<file path="src/rtl/ring_pkg.sv">
package ring_pkg;
  localparam int DESC_BYTES = 8;
  localparam int DESC_SHIFT = 3;
  localparam int FLG_INT    = 15;
  localparam int FLG_EOT    = 14;
  localparam int CTL_EN     = 1;
  localparam int CTL_DIR    = 3;

  typedef enum logic [2:0] {
    RA_CTRL = 3'd0,
    RA_RST  = 3'd1,
    RA_HALT = 3'd2,
    RA_BASE = 3'd3,
    RA_SIZE = 3'd4,
    RA_TAIL = 3'd5
  } reg_addr_t;

  typedef enum logic [1:0] {S_IDLE, S_REQ, S_WAIT, S_XFER} seq_state_t;

  typedef struct packed {
    logic [15:0] flags;
    logic [15:0] len;
    logic [31:0] addr;
  } desc_t;
endpackage

</file>
<file path="src/rtl/ring_cfg.sv">
module ring_cfg
  import ring_pkg::*;
#(
  parameter int AW       = 32,
  parameter int OFS_W    = 16,
  parameter int SIZE_DEF = 32768
) (
  input  logic             clk,
  input  logic             rst_n,
  input  logic             we,
  input  logic [2:0]       waddr,
  input  logic [AW-1:0]    wdata,
  output logic             clr,
  output logic             en,
  output logic             dir,
  output logic             halt,
  output logic [AW-1:0]    base,
  output logic [OFS_W-1:0] size,
  output logic [OFS_W-1:0] tail,
  output logic             err
);
  localparam logic [OFS_W-1:0] SIZE_RST = OFS_W'(SIZE_DEF);

  logic             prst_q, prst_d, en_q, en_d, dir_q, dir_d, halt_q, halt_d, err_q, err_d;
  logic [AW-1:0]    base_q, base_d;
  logic [OFS_W-1:0] size_q, size_d, tail_q, tail_d;
  logic             hit_rst, tail_ok;

  assign hit_rst = we && (waddr == RA_RST);
  assign tail_ok = (wdata[DESC_SHIFT-1:0] == '0) && (wdata[AW-1:OFS_W] == '0) &&
                   (wdata[OFS_W-1:0] < size_q);
  assign clr     = prst_q | (hit_rst & wdata[0]);

  always_comb begin
    prst_d = hit_rst ? wdata[0] : prst_q;
    en_d   = en_q;
    dir_d  = dir_q;
    halt_d = halt_q;
    base_d = base_q;
    size_d = size_q;
    tail_d = tail_q;
    err_d  = err_q;
    if (clr) begin
      en_d   = 1'b0;
      dir_d  = 1'b0;
      halt_d = 1'b0;
      base_d = '0;
      size_d = SIZE_RST;
      tail_d = '0;
      err_d  = 1'b0;
    end else if (we) begin
      case (reg_addr_t'(waddr))
        RA_CTRL: begin
          en_d  = wdata[CTL_EN];
          dir_d = wdata[CTL_DIR];
        end
        RA_HALT: halt_d = wdata[0];
        RA_BASE: base_d = {wdata[AW-1:DESC_SHIFT], {DESC_SHIFT{1'b0}}};
        RA_SIZE: size_d = {wdata[OFS_W-1:DESC_SHIFT], {DESC_SHIFT{1'b0}}};
        RA_TAIL: begin
          if (tail_ok) tail_d = wdata[OFS_W-1:0];
          else         err_d  = 1'b1;
        end
        default: ;
      endcase
    end
  end

  always_ff @(posedge clk or negedge rst_n) begin
    if (!rst_n) begin
      prst_q <= 1'b0;
      en_q   <= 1'b0;
      dir_q  <= 1'b0;
      halt_q <= 1'b0;
      base_q <= '0;
      size_q <= SIZE_RST;
      tail_q <= '0;
      err_q  <= 1'b0;
    end else begin
      prst_q <= prst_d;
      en_q   <= en_d;
      dir_q  <= dir_d;
      halt_q <= halt_d;
      base_q <= base_d;
      size_q <= size_d;
      tail_q <= tail_d;
      err_q  <= err_d;
    end
  end

  assign en   = en_q;
  assign dir  = dir_q;
  assign halt = halt_q;
  assign base = base_q;
  assign size = size_q;
  assign tail = tail_q;
  assign err  = err_q;


  bad_tail_chk: assert property (@(posedge clk) disable iff (!rst_n)
    (we && (waddr == RA_TAIL) && !tail_ok && !clr) |=> (err_q && $stable(tail_q)));
endmodule

</file>
<file path="src/rtl/ring_ofs.sv">
module ring_ofs
  import ring_pkg::*;
#(
  parameter int OFS_W = 16
) (
  input  logic             clk,
  input  logic             rst_n,
  input  logic             clr,
  input  logic             adv,
  input  logic [OFS_W-1:0] size,
  input  logic [OFS_W-1:0] tail,
  output logic [OFS_W-1:0] cur,
  output logic             pending,
  output logic             ev_empty
);
  logic [OFS_W-1:0] cur_q, cur_d;
  logic [OFS_W:0]   step;
  logic             emp_q, emp_d;

  assign step = {1'b0, cur_q} + (OFS_W+1)'(DESC_BYTES);

  always_comb begin
    cur_d = cur_q;
    emp_d = 1'b0;
    if (clr) begin
      cur_d = '0;
    end else if (adv) begin
      cur_d = (step >= {1'b0, size}) ? '0 : step[OFS_W-1:0];
      emp_d = (cur_d == tail);
    end
  end

  always_ff @(posedge clk or negedge rst_n) begin
    if (!rst_n) begin
      cur_q <= '0;
      emp_q <= 1'b0;
    end else begin
      cur_q <= cur_d;
      emp_q <= emp_d;
    end
  end

  assign cur      = cur_q;
  assign pending  = (cur_q != tail);
  assign ev_empty = emp_q;


  empty_once_chk: assert property (@(posedge clk) disable iff (!rst_n)
    ev_empty |=> !ev_empty);

  step_chk: assert property (@(posedge clk) disable iff (!rst_n)
    (adv && !clr) |=> ((cur_q == $past(cur_q) + OFS_W'(DESC_BYTES)) || (cur_q == '0)));
endmodule

</file>
<file path="src/rtl/ring_seq.sv">
module ring_seq
  import ring_pkg::*;
#(
  parameter int AW    = 32,
  parameter int OFS_W = 16
) (
  input  logic             clk,
  input  logic             rst_n,
  input  logic             clr,
  input  logic             go,
  input  logic [AW-1:0]    base,
  input  logic [OFS_W-1:0] cur,
  output logic             rd_req,
  output logic [AW-1:0]    rd_addr,
  input  logic             rd_valid,
  input  logic [63:0]      rd_data,
  output logic             xfer_valid,
  output desc_t            desc,
  input  logic             xfer_done,
  output logic             adv,
  output logic             ev_int,
  output logic             ev_eot
);
  seq_state_t state_q, state_d;
  desc_t      desc_q, desc_d;
  logic       int_q, int_d, eot_q, eot_d;

  assign adv = (state_q == S_XFER) && xfer_done && !clr;

  always_comb begin
    state_d = state_q;
    desc_d  = desc_q;
    int_d   = adv && desc_q.flags[FLG_INT];
    eot_d   = adv && desc_q.flags[FLG_EOT];
    if (clr) begin
      state_d = S_IDLE;
    end else begin
      case (state_q)
        S_IDLE: if (go) state_d = S_REQ;
        S_REQ:  state_d = S_WAIT;
        S_WAIT: if (rd_valid) begin
          desc_d  = desc_t'(rd_data);
          state_d = S_XFER;
        end
        S_XFER: if (xfer_done) state_d = S_IDLE;
        default: state_d = S_IDLE;
      endcase
    end
  end

  always_ff @(posedge clk or negedge rst_n) begin
    if (!rst_n) begin
      state_q <= S_IDLE;
      desc_q  <= '0;
      int_q   <= 1'b0;
      eot_q   <= 1'b0;
    end else begin
      state_q <= state_d;
      desc_q  <= desc_d;
      int_q   <= int_d;
      eot_q   <= eot_d;
    end
  end

  assign rd_req     = (state_q == S_REQ);
  assign rd_addr    = base + AW'(cur);
  assign xfer_valid = (state_q == S_XFER);
  assign desc       = desc_q;
  assign ev_int     = int_q;
  assign ev_eot     = eot_q;
endmodule

</file>
<file path="src/rtl/ring_walker.sv">
module ring_walker
  import ring_pkg::*;
#(
  parameter int AW       = 32,
  parameter int OFS_W    = 16,
  parameter int SIZE_DEF = 32768
) (
  input  logic             clk,
  input  logic             rst_n,
  input  logic             cfg_we,
  input  logic [2:0]       cfg_addr,
  input  logic [AW-1:0]    cfg_wdata,
  output logic             rd_req,
  output logic [AW-1:0]    rd_addr,
  input  logic             rd_valid,
  input  logic [63:0]      rd_data,
  output logic             xfer_valid,
  output logic [31:0]      xfer_addr,
  output logic [15:0]      xfer_len,
  output logic [15:0]      xfer_flags,
  output logic             xfer_dir,
  input  logic             xfer_done,
  output logic [OFS_W-1:0] cur_ofs,
  output logic             ofs_err,
  output logic             ev_int,
  output logic             ev_eot,
  output logic             ev_empty
);
  logic             clr, en, dir, halt, pending, go, adv;
  logic [AW-1:0]    base;
  logic [OFS_W-1:0] size, tail;
  desc_t            desc;

  ring_cfg #(.AW(AW), .OFS_W(OFS_W), .SIZE_DEF(SIZE_DEF)) u_cfg (
    .clk(clk), .rst_n(rst_n), .we(cfg_we), .waddr(cfg_addr), .wdata(cfg_wdata),
    .clr(clr), .en(en), .dir(dir), .halt(halt), .base(base), .size(size),
    .tail(tail), .err(ofs_err)
  );

  ring_ofs #(.OFS_W(OFS_W)) u_ofs (
    .clk(clk), .rst_n(rst_n), .clr(clr), .adv(adv), .size(size), .tail(tail),
    .cur(cur_ofs), .pending(pending), .ev_empty(ev_empty)
  );

  assign go = en && !halt && pending;

  ring_seq #(.AW(AW), .OFS_W(OFS_W)) u_seq (
    .clk(clk), .rst_n(rst_n), .clr(clr), .go(go), .base(base), .cur(cur_ofs),
    .rd_req(rd_req), .rd_addr(rd_addr), .rd_valid(rd_valid), .rd_data(rd_data),
    .xfer_valid(xfer_valid), .desc(desc), .xfer_done(xfer_done), .adv(adv),
    .ev_int(ev_int), .ev_eot(ev_eot)
  );

  assign xfer_addr  = desc.addr;
  assign xfer_len   = desc.len;
  assign xfer_flags = desc.flags;
  assign xfer_dir   = dir;


  en_gate_chk: assert property (@(posedge clk) disable iff (!rst_n)
    $past(!en) |-> !rd_req);

  halt_gate_chk: assert property (@(posedge clk) disable iff (!rst_n)
    $past(halt) |-> !rd_req);

  one_flight_chk: assert property (@(posedge clk) disable iff (!rst_n)
    xfer_valid |-> !rd_req);

  ofs_hold_chk: assert property (@(posedge clk) disable iff (!rst_n)
    (!$past(adv) && !$past(clr)) |-> $stable(cur_ofs));

  int_src_chk: assert property (@(posedge clk) disable iff (!rst_n)
    ev_int |-> $past(xfer_valid && xfer_done));

  clr_idle_chk: assert property (@(posedge clk) disable iff (!rst_n)
    $past(clr) |-> (!rd_req && !xfer_valid && !en));
endmodule

</file>
<file path="config.mk">
export PLATFORM = sky130hd
export DESIGN_NAME = ring_walker
export DESIGN_NICKNAME = d
export VERILOG_FILES = /design/src/rtl/ring_pkg.sv /design/src/rtl/ring_cfg.sv /design/src/rtl/ring_ofs.sv /design/src/rtl/ring_seq.sv /design/src/rtl/ring_walker.sv
export SDC_FILE = /design/constraint.sdc
export NUM_CORES = 1
export LEC_CHECK = 0
export ABC_CLOCK_PERIOD_IN_PS = 5800
export BUFFER_PORTS_ARGS = -buffer_cell sky130_fd_sc_hd__clkbuf_2
export CORE_UTILIZATION = 54
export DETAILED_ROUTE_END_ITERATION = 6
export GPL_TIMING_DRIVEN = 0
export PLACE_DENSITY = 0.79
export SETUP_SLACK_MARGIN = 0.02
export SYNTH_ARGS = -nofsm -noshare
export SYNTH_HDL_FRONTEND = slang
export SYNTH_SLANG_ARGS = --single-unit
</file>
<file path="constraint.sdc">
create_clock -name clk -period 5.8 [get_ports clk]
set_input_delay 0.87 -clock clk [delete_from_list [all_inputs] [get_ports clk]]
set_output_delay 0.87 -clock clk [all_outputs]
set_load 0.02 [all_outputs]
</file>
==> results of run 1 <==
metal layers:
metal / vias up / wire length (microns) / share of wire / global-route usage
met4: 0 / 674 / 0.030 / 0.1077
met3: 49 / 1576 / 0.071 / 0.08806
met2: 292 / 11260 / 0.50 / 0.5262
li1: 3354 / - / - / -
met1: 3333 / 8797 / 0.39 / 0.3498
met5: - / 0 / 0 / 0
stage by stage:
stage / cell area, sq um / hold WS, ns / worst slack, ns / instances / util
floorplan: 8082 / 0.4497 / 2.203 / 817 / -
global placement: 9423 / 0.4742 / 1.333 / 1223 / 0.6459
detailed placement: 9459 / 0.4813 / 1.852 / 1224 / 0.6484
CTS: 10020 / 0.3585 / 1.373 / 1256 / 0.6870
global route: 10020 / 0.3684 / 1.081 / 1256 / 0.6870
finish: 10020 / 0.3507 / 1.332 / 1256 / 0.6870
synthesized netlist by cell type (3+ instances only):
library cell | number | share of area
a21o_1 | 7 | 0.0065
a21oi_1 | 67 | 0.041
a31oi_1 | 5 | 0.0039
a32o_1 | 4 | 0.0050
and2_1 | 8 | 0.0062
and3_1 | 10 | 0.0077
buf_1 | 3 | 0.0014
buf_2 | 14 | 0.0087
buf_4 | 4 | 0.0037
clkbuf_1 | 19 | 0.0088
dfrtp_1 | 147 | 0.46
ha_1 | 44 | 0.068
inv_1 | 36 | 0.017
mux2_2 | 65 | 0.091
mux2i_1 | 3 | 0.0037
nand2_1 | 126 | 0.059
nand2b_1 | 4 | 0.0031
nand3_1 | 31 | 0.019
nand3b_1 | 4 | 0.0037
nand4_1 | 9 | 0.0070
nor2_1 | 29 | 0.013
nor2b_1 | 4 | 0.0031
nor3_1 | 8 | 0.0050
nor4_1 | 8 | 0.0062
o211ai_1 | 4 | 0.0037
o21a_1 | 4 | 0.0037
o21ai_0 | 30 | 0.019
o21ai_1 | 12 | 0.0074
o22ai_1 | 3 | 0.0023
o2bb2ai_1 | 3 | 0.0033
o31ai_1 | 3 | 0.0028
or4_1 | 3 | 0.0028
xnor2_1 | 32 | 0.035
xor2_1 | 23 | 0.025
final timing paths:
kind	from	to	slack, ns	depth (start not counted)
hold / removal	rst_n	u_ofs.cur[11]	0.35	1
setup reg to reg	u_ofs.cur[4]	u_ofs.ev_empty	1.86	16
setup / recovery	u_ofs.cur[3]	rd_addr[31]	1.33	12
hold reg to reg	u_cfg.prst_q	u_cfg.halt	0.50	1
min in group clk	u_cfg.prst_q	u_cfg.halt	0.50	1
max in group asynchronous	rst_n	u_cfg.size[15]	4.61	2
registers in the layout, summed over array words and instances, names as in the netlist, 2 cells and up:
| signal | flops |
|---|---|
| u_ofs.cur | 16 |
| u_seq.desc | 64 |
| u_cfg.tail | 16 |
| u_cfg.size | 13 |
| u_seq.state_q | 2 |
| u_cfg.base | 29 |
power by group:
part	internal, W	switching (W)	leakage (nW)
Sequential	0.00129	0.000153	1.93
Clock	0.000590	0.000452	0.273
Combinational	0.000460	0.000719	2.78
Total	0.00234	0.00132	4.99
worst reg2reg max path: stages (launching register included):
cell and delay [ns]:
dfrtp_1 0.56, ha_1 0.28, nand3_1 0.13, nor2_1 0.22, nand2_1 0.10, xor2_1 0.48, inv_1 0.10, ha_1 0.20
a21oi_1 0.12, o21ai_1 0.11, a221oi_2 0.38, and3_4 0.25, buf_2 0.25, o21ai_0 0.13, a22oi_1 0.21, nor3_1 0.08
and4_1 0.23
logic make-up after synthesis:
kind of cell             Yosys count  share of synthesized area
buffers and inverters             76                    0.03933
adder cells (fa/ha/maj)           45                    0.07060
AO/OA/AOI/OAI                    162                     0.1215
multiplexers                      68                    0.09429
AND/OR/NAND/NOR                  263                     0.1562
XOR/XNOR                          55                    0.05961
flip-flops                       148                     0.4584
final cells by class:
cell class,count,area (sq um)
tap,184,230.2
clock inverter,11,92.59
fill,1178,4567
timing repair buffer,223,1147
multi-input combinational,593,4059
inverter,36,135.1
sequential,148,3705
buffer,40,182.7
clock buffer,21,470.5
==> impl_summary.txt, run 1 <==
----------------------------------------------------
[Outcome]
  Result of the run ... completed

[GRT]
  Largest net degree at the start of global routing ... roughly 110
  First-pass GRT wire length ... around 37000 microns
  Number of global-route vias before repair ... approximately 7000
  Overall routing resource usage ... 0.3013
  Antenna violations before repair ... 0
  Residual overflow from global routing ... 0

[Logic synthesis]
  Count of flip-flops with a built-in enable after synthesis ... 0
  Post-Synthesis Cells ... a little over 800
  Ys async rst share ... 1.000
  Sequential area share after synthesis ... 0.4584
  Syn nets ... 966
  Flip-flop cell with the highest count after synthesis ... dfrtp_1
  Count of distinct cell types in the synthesized netlist ... 66
  Mapped Avg Cell Area ... approximately 10 sq um
  Number of synthesis warnings ... 0
  Mapped Area ... between 8000 and 9000 sq um
  Synthesized flop and latch total ... ~150

[Drt]
  First-pass iteration count of the detailed router ... 5
  Antenna Nets Post-Route ... 0
  Total number of vias ... about 7000
  Detail-routed net length per standard cell ... approximately 18 microns
  Detail-routed via count per cell ... roughly 5.6
  Final wirelength ... roughly 22000 microns
  Drt drc ... 0
  Violation count after the first detailed-route iteration ... 480

[Setup path]
  Data required time at the worst endpoint ... slightly below 5 ns
  Highest net fanout along the worst path ... 7
  Worst Setup Path Type ... reg -> out
  Arrival time of data at the critical path endpoint ... 3.60 ns
  Crit-path leading delay family ... compound AO/OA/AOI/OAI gates
  Kind of start point of the critical path ... register
  Biggest cell delay along the critical path ... between 0.5 and 0.6 ns
  Cell breakdown of the critical path ... ha_1 > inv_1 > fa_1 > nor2b_1 > o21ai_0 > a21boi_1 > o211ai_1 > a21oi_1 > o2bb2ai_1 > nand3_1 > xnor2_1 > clkbuf_2
  Bufs and invs on worst path ... 2
  Cell type of the slowest stage on the worst timing path ... dfrtp_1
  Kind of end point of the critical path ... primary output

[Clocking]
  Hold buffer count at cts ... 0
  Clock tree from TritonCTS ... done
  Total number of H-tree levels ... 4
  Library cell used as clock root buffer ... clkbuf_16
  Post_cts resized ... 0
  Worst-path clk slew ... 0.06 ns
  Setup bufs post-CTS ... 0
  Largest buffer count on any clock path ... 2
  Clock sink total ... 148
  Worst-Skew Late Latency ... 0.43 ns
  Clock buffers created by TritonCTS ... 17

[Floorplanning]
  Die area ... ~15000 sq um
  Site Rows ... between 40 and 50
  Die Y ... 124.3 microns
  Die width ... ~120 microns
  Io pins ... around 220
  Area of the placeable core ... roughly 15000 sq um
  Effective utilization at floorplan ... 0.5539

[Timing]
  Number of hold-slack violations in the final timing report ... 0
  Highest clock frequency the design can meet ... roughly 220 MHz
  Total of endpoints with negative setup slack in the final report ... 0
  Number of pins exceeding their max-slew limit in the final report ... 0
  Worst slew margin relative to its limit ... 0.2888
  Post-route fraction of the period consumed by the critical path ... 0.7704
  Period minus WS final ... 4.468 ns
  RSZ-0062 raised after global routing ... false
  Max Clock Skew ... ~0.0097 ns
  Worst slew pin tran ... between 1 and 1.5 ns
  Aggregate negative setup slack ... 0 ns

[Pwr]
  Pwr Total ... between 0.003 and 0.004 W
  Pleak ... 4.988 nW
  Pwr Density ... approximately 370 nW/um^2
  Largest voltage drop on the vdd net ... around 0.00037 V

[Layout]
  Share of post-route cells with drive strength above 1 ... 0.3274
  Count of inserted antenna diode cells ... 0
  Leading cell types in the layout, fill and taps excluded ... clkbuf_2, dfrtp_1, nand2_1
  Final #Nets ... about 1200
  Synth-to-Final Area Change ... 24.01%
  Most common library cell in the layout ignoring fill and taps ... clkbuf_2

[Placement]
  Final weighted congestion in routability-driven placement ... a little under 0.9
  Port Buffer Count ... around 220
  Post-detailed-placement half-perimeter wirelength ... ~17000 microns

[Worst hold path]
  Worst hold-check path type ... in -> async

[Run]
  Maximum capacitance violations ... 0

----------------------------------------------------
(Power assumes the default switching activity.)
==> run 2: changes to the inputs <==
Settings changed: ABC_CLOCK_PERIOD_IN_PS 5800 to 4500, CORE_UTILIZATION 54 to 53, PLACE_DENSITY 0.79 to 0.78.
Clock period 5.8 ns to 4.5 ns, I/O delays scaled along.
==> run 2 against run 1 <==
The flow now finishes with violations (design-rule violations). Critical path depth unchanged. Clock skew about the same. Routed wire length down 2.1%. Die area up 1.9%. Via count down 0.84%. Flip-flop and latch count unchanged. Sequential share of layout area down 0.078 points. Core utilization down 0.37 points.
==> impl_summary.txt, run 2 (synthesis results as in run 1) <==
----------------------------------------------------
[Timing]
  Worst slew pin tran ... around 1.1 ns
  RSZ-0062 raised after global routing ... false
  Total of endpoints with negative setup slack in the final report ... 0
  Worst slew margin relative to its limit ... 0.2720
  Number of hold-slack violations in the final timing report ... 0
  Highest clock frequency the design can meet ... between 200 and 250 MHz
  Number of pins exceeding their max-slew limit in the final report ... 0
  Aggregate negative setup slack ... 0 ns
  Post-route fraction of the period consumed by the critical path ... 0.9365
  Period minus WS final ... 4.214 ns
  Max Clock Skew ... approximately 0.0096 ns

[Clocking]
  Hold buffer count at cts ... 0
  Library cell used as clock root buffer ... clkbuf_16
  Total number of H-tree levels ... 4
  Clock tree from TritonCTS ... done
  Largest buffer count on any clock path ... 2
  Post_cts resized ... 0
  Worst-path clk slew ... roughly 0.06 ns
  Setup bufs post-CTS ... 0
  Clock sink total ... between 100 and 150
  Clock buffers created by TritonCTS ... 17
  Worst-Skew Late Latency ... 0.43 ns

[Layout]
  Fill cell count ... 1152
  Flip-flop count of the largest register, all copies and words added ... between 60 and 70
  Final #Nets ... around 1200
  Share of post-route cells with drive strength above 1 ... 0.3284
  Synth-to-Final Area Change ... 24.28%
  Most common library cell in the layout ignoring fill and taps ... clkbuf_2
  Count of inserted antenna diode cells ... 0
  Leading cell types in the layout, fill and taps excluded ... clkbuf_2, dfrtp_1, nand2_1

[GRT]
  Residual overflow from global routing ... 0
  Overall routing resource usage ... 0.2827
  Antenna violations before repair ... 0
  Largest net degree at the start of global routing ... 79
  Number of global-route vias before repair ... between 6000 and 7000
  First-pass GRT wire length ... roughly 34000 microns

[Outcome]
  Result of the run ... finished, violations left
  Violated checks ... design-rule violations

[Setup path]
  Worst Setup Path Type ... reg -> out
  Kind of start point of the critical path ... register
  Reg2reg path depth ... 16
  Bufs and invs on worst path ... 2
  Cell type of the slowest stage on the worst timing path ... dfrtp_1
  Kind of end point of the critical path ... primary output
  Highest net fanout along the worst path ... 7
  Path length in cells of the critical path ... 12
  Startpoint of the most critical register-to-register path ... u_ofs.cur[4]
  FF-to-FF End ... u_ofs.ev_empty
  Biggest cell delay along the critical path ... between 0.4 and 0.5 ns
  Data required time at the worst endpoint ... roughly 3.8 ns
  Crit-path leading delay family ... compound AO/OA/AOI/OAI gates
  R2R Setup Slk ... a little over 0.6 ns
  Cell breakdown of the critical path ... ha_1 > inv_1 > fa_1 > nor2b_1 > o21ai_0 > a21boi_1 > o211ai_1 > a21oi_1 > o2bb2ai_1 > nand3_1 > xnor2_1 > clkbuf_2
  Arrival time of data at the critical path endpoint ... about 3.5 ns

[Drt]
  Max Used Layer ... met4
  Total number of vias ... ~7000
  First-pass iteration count of the detailed router ... 7
  Antenna Nets Post-Route ... 0
  Violation count after the first detailed-route iteration ... 366
  Detail-routed via count per cell ... roughly 5.5
  Met2 Wirelength ... roughly 11000 microns
  Final wirelength ... approximately 22000 microns
  Detail-routed net length per standard cell ... around 17 microns
  Met3 WL post-DR ... about 1400 microns
  Drt drc ... 5
  Length of routed wiring on met1 ... around 8900 microns

[Worst hold path]
  Worst hold-check path type ... in -> async

[Placement]
  Post-detailed-placement half-perimeter wirelength ... between 15000 and 20000 microns
  Final weighted congestion in routability-driven placement ... 0.8840
  Port Buffer Count ... roughly 220

[Floorplanning]
  Site Rows ... between 40 and 50
  Die width ... 125.5 microns
  Effective utilization at floorplan ... 0.5498
  Io pins ... approximately 220
  Die area ... 15750 sq um
  Die Y ... around 130 microns
  Area of the placeable core ... between 10000 and 15000 sq um

[Run]
  Maximum capacitance violations ... 0

[Pwr]
  Pwr Total ... around 0.0048 W
  Largest voltage drop on the vdd net ... about 0.00044 V
  Pleak ... approximately 5 nW
  Pwr Density ... about 470 nW/um^2

----------------------------------------------------
-- run 2: cell count changes in the layout (fill, tap and decap cells not counted), sizes merged --
| cell | previous run | this run |
|---|---|---|
| clkbuf | 262 | 259 |
| clkinv | 5 | 3 |
| clkinvlp | 2 | 4 |
| inv | 40 | 42 |
| bufinv | 0 | 1 |
-- run 2: metal layers --
metal  track usage  up-vias
met4        0.1334        0
met2        0.4843      231
met1        0.3316     3340
li1              -     3347
met3       0.07274       51
met5             0        -
-- run 2: worst reg2reg max path, stage by stage (launching register included) --
cell and delay [ns]:
dfrtp_1 0.56, ha_1 0.28, nand3_1 0.13, nor2_1 0.21, nand2_1 0.09, xor2_1 0.42, inv_1 0.12, ha_1 0.20
a21oi_1 0.13, o21ai_1 0.09, a221oi_2 0.36, and3_4 0.24, buf_2 0.24, o21ai_0 0.13, a22oi_1 0.24, nor3_1 0.10
and4_1 0.22
-- run 2: cell type report --
| cell class | instances | area [sq um] | area share |
|---|---|---|---|
| clock inverters | 14 | 145.1 | 0.01445 |
| flip-flops and latches | 148 | 3705 | 0.3689 |
| multi-input cells | 593 | 4059 | 0.4041 |
| clock buffers | 18 | 439.2 | 0.04373 |
| plain buffers | 40 | 182.7 | 0.01819 |
| well taps | 184 | 230.2 | 0.02292 |
| inverters | 36 | 135.1 | 0.01345 |
| repair buffers | 223 | 1147 | 0.1142 |
-- run 2: metrics by stage --
stage / util / worst slack [ns] / std cells / hold slack (ns) / area [sq um]
6_report: 0.6833 / 0.2858 / 1256 / 0.2385 / 10040
5_1_grt: 0.6833 / 0.04196 / 1256 / 0.2855 / 10040
4_1_cts: 0.6833 / 0.2551 / 1256 / 0.2720 / 10040
3_5_place_dp: 0.6435 / 0.6611 / 1224 / 0.4902 / 9459
3_3_place_gp: 0.6410 / 0.2074 / 1223 / 0.4807 / 9423
2_1_floorplan: - / 1.098 / 817 / 0.3794 / 8082
-- run 2: worst max path at each step --
stage	start	to	slack [ns]
2_1_floorplan	u_ofs.cur[3]	rd_addr[27]	1.10
3_3_place_gp	rst_n	u_seq.desc[37]	0.21
3_5_place_dp	u_ofs.cur[4]	u_ofs.ev_empty	0.66
4_1_cts	u_ofs.cur[3]	rd_addr[27]	0.26
5_1_grt	u_ofs.cur[3]	rd_addr[21]	0.04
6_report	u_ofs.cur[3]	rd_addr[29]	0.29
-- run 2: where the power goes --
group	switching, W	internal [W]
clock network	0.000604	0.000793
logic	0.000912	0.000593
registers	0.000195	0.00166
total	0.00171	0.00305
==> run 3: changes to the inputs <==
Settings changed: CELL_PAD_IN_SITES_DETAIL_PLACEMENT set to 0, CELL_PAD_IN_SITES_GLOBAL_PLACEMENT set to 1, CORE_MARGIN set to 3, CORE_UTILIZATION 53 to 40.
==> run 3 against run 2 <==
The run now ends clean. Core utilization decreased by 17 points. Register-to-register slack got worse by 0.02 ns. Flip-flop and latch count unchanged. Critical path depth unchanged. Sequential power about the same. Via count decreased by 0.63%. First-iteration DRC count decreased by 11%. Setup slack improved by 0.070 ns. Power increased by 1.3%. Global-route usage decreased by 6.7 points. Count of clock-buffer cells in the layout decreased by 1.
==> impl_summary.txt, run 3 (synthesis results as in run 1) <==
----------------------------------------------------
[Clocking]
  Total number of H-tree levels ... 4
  Clock buffers created by TritonCTS ... 17
  Largest buffer count on any clock path ... 2
  Clock sink total ... ~150
  Worst-path clk slew ... approximately 0.07 ns
  Library cell used as clock root buffer ... clkbuf_16
  Worst-Skew Late Latency ... ~0.42 ns
  Setup bufs post-CTS ... 0
  Clock tree from TritonCTS ... done
  Hold buffer count at cts ... 0

[GRT]
  Residual overflow from global routing ... 0
  Number of global-route vias before repair ... about 7000
  Largest net degree at the start of global routing ... 80
  Overall routing resource usage ... 0.2158
  Antenna violations before repair ... 0
  First-pass GRT wire length ... between 30000 and 40000 microns

[Layout]
  Final #Nets ... about 1200
  Share of post-route cells with drive strength above 1 ... 0.3287
  Leading cell types in the layout, fill and taps excluded ... clkbuf_2, dfrtp_1, nand2_1
  Synth-to-Final Area Change ... 25.89%
  Most common library cell in the layout ignoring fill and taps ... clkbuf_2
  Area of the multi-input gates ... around 4100 sq um
  Count of inserted antenna diode cells ... 0
  Utilization of the core after routing ... 0.5176
  Register cell area after layout ... 3705 sq um
  Flip-flop count of the largest register, all copies and words added ... between 60 and 70
  Fill cell count ... between 1500 and 2000

[Setup path]
  FF-to-FF End ... u_ofs.ev_empty
  Kind of end point of the critical path ... primary output
  Reg2reg path depth ... 16
  Biggest cell delay along the critical path ... 0.53 ns
  Startpoint of the most critical register-to-register path ... u_ofs.cur[4]
  Path length in cells of the critical path ... 12
  Bufs and invs on worst path ... 2
  Worst Setup Path Type ... reg -> out
  Crit-path leading delay family ... compound AO/OA/AOI/OAI gates
  First element of the critical path ... u_ofs.cur[3]
  Highest net fanout along the worst path ... 7
  Cell breakdown of the critical path ... ha_1 > inv_1 > fa_1 > nor2b_1 > o21ai_0 > a21boi_1 > o211ai_1 > a21oi_1 > o2bb2ai_2 > nand3_1 > xnor2_1 > clkbuf_2
  Crit path to ... rd_addr[31]
  Data required time at the worst endpoint ... ~3.8 ns
  Cell type of the slowest stage on the worst timing path ... dfrtp_1
  Kind of start point of the critical path ... register
  Arrival time of data at the critical path endpoint ... about 3.5 ns
  R2R Setup Slk ... roughly 0.6 ns

[Drt]
  Total number of vias ... about 6900
  Final wirelength ... approximately 23000 microns
  Violation count after the first detailed-route iteration ... about 330
  Met2 Wirelength ... 11100 microns
  Antenna Nets Post-Route ... 0
  Max Used Layer ... met4
  Met3 WL post-DR ... approximately 1700 microns
  Drt drc ... 0
  Detail-routed via count per cell ... 5.183
  First-pass iteration count of the detailed router ... 5
  Length of routed wiring on met1 ... roughly 10000 microns
  Detail-routed net length per standard cell ... 17.47 microns

[Floorplanning]
  Die area ... between 20000 and 25000 sq um
  Die Y ... about 150 microns
  Die width ... roughly 150 microns
  Io pins ... approximately 220
  Effective utilization at floorplan ... 0.4112
  Site Rows ... between 50 and 60
  Area of the placeable core ... about 20000 sq um

[Timing]
  Number of pins exceeding their max-slew limit in the final report ... 0
  Max Clock Skew ... 0.01242 ns
  Worst slew pin tran ... about 1.1 ns
  Number of hold-slack violations in the final timing report ... 0
  Period minus WS final ... 4.144 ns
  Total of endpoints with negative setup slack in the final report ... 0
  RSZ-0062 raised after global routing ... false
  Fin Hold WS ... roughly 0.24 ns
  Aggregate negative setup slack ... 0 ns
  Post-route fraction of the period consumed by the critical path ... 0.9210
  Worst slew margin relative to its limit ... 0.2847
  Highest clock frequency the design can meet ... approximately 240 MHz
  Final critical-path setup slack ... roughly 0.36 ns

[Placement]
  Place WS ... between 0.6 and 0.7 ns
  Port Buffer Count ... around 220
  Final weighted congestion in routability-driven placement ... between 0.8 and 0.9
  Post-detailed-placement half-perimeter wirelength ... 18370 microns

[Pwr]
  Pwr Density ... approximately 470 nW/um^2
  Largest voltage drop on the vdd net ... between 0.0003 and 0.0004 V
  Pleak ... 5.014 nW

[Run]
  Maximum capacitance violations ... 0

[Worst hold path]
  Worst hold-check path type ... in -> async

[Outcome]
  Result of the run ... completed

----------------------------------------------------
run 3: changes by cell type in the layout (fill, tap and decap cells not counted):
cell | previous run | this run
bufinv_16 | 1 | 2
inv_6 | 2 | 6
clkbuf_8 | 2 | 1
o2bb2ai_1 | 3 | 2
clkinvlp_4 | 4 | 1
clkinv_4 | 2 | 0
o2bb2ai_2 | 0 | 1
clkinv_8 | 0 | 1
clkinv_2 | 1 | 0
run 3: what timing repair did:
action,4_1_cts,5_1_grt
resized for setup,0,1
setup endpoints to repair,0,5
endpoints found under the hold margin,0,0
run 3: worst min path at each step:
| stage | depth (start not counted) | slack [ns] | startpoint | to |
|---|---|---|---|---|
| final | 1 | 0.24 | rst_n | u_ofs.cur[6] |
| after detailed placement | 1 | 0.48 | u_cfg.prst_q | u_cfg.halt |
| after global placement | 2 | 0.48 | u_cfg.err | u_cfg.err |
| after floorplan | 0 | 0.38 | rst_n | u_cfg.base[10] |
| after CTS | 1 | 0.27 | rst_n | u_ofs.cur[6] |
| after global routing | 1 | 0.29 | rst_n | u_ofs.cur[6] |
run 3: worst reg2reg max path, stage by stage, from the launching register on:
cell and delay, ns:
dfrtp_1 0.57, ha_1 0.28, nand3_1 0.13, nor2_1 0.22, nand2_1 0.10, xor2_1 0.44, inv_1 0.14, ha_1 0.22
a21oi_1 0.14, o21ai_1 0.09, a221oi_2 0.34, and3_4 0.25, buf_2 0.24, o21ai_0 0.13, a22oi_1 0.22, nor3_1 0.09
and4_1 0.22
run 3: per-layer routing:
layer,track usage,up-vias
li1,-,3358
met1,0.2773,3339
met2,0.3581,209
met3,0.06734,19
met4,0.05266,0
met5,0,-
run 3: area by class of cell:
class,instances,area share
Multi-Input combinational cell,593,0.3996
Sequential cell,148,0.3642
Clock inverter,14,0.01783
Buffer,40,0.01796
Inverter,36,0.01328
Timing Repair Buffer,223,0.1128
Clock buffer,17,0.04182
Tap cell,265,0.03259
run 3: power breakdown:
group / leakage, nW / total (W) / internal [W] / switching [W]
registers: 1.93 / 0.00185 / 0.00166 / 0.000186
logic: 2.79 / 0.00149 / 0.000592 / 0.000903
clock network: 0.296 / 0.00148 / 0.000845 / 0.000635
run 3: stage by stage:
| stage | instances | total power, W | cell area (sq um) |
|---|---|---|---|
| after CTS | 1336 | 0.004878 | 10170 |
| final | 1336 | 0.004821 | 10170 |
| after detailed placement | 1305 | 0.003385 | 9560 |
| after global routing | 1336 | 0.005089 | 10170 |
| after floorplan | 817 | 0.002788 | 8082 |
| after global placement | 1304 | 0.003348 | 9524 |
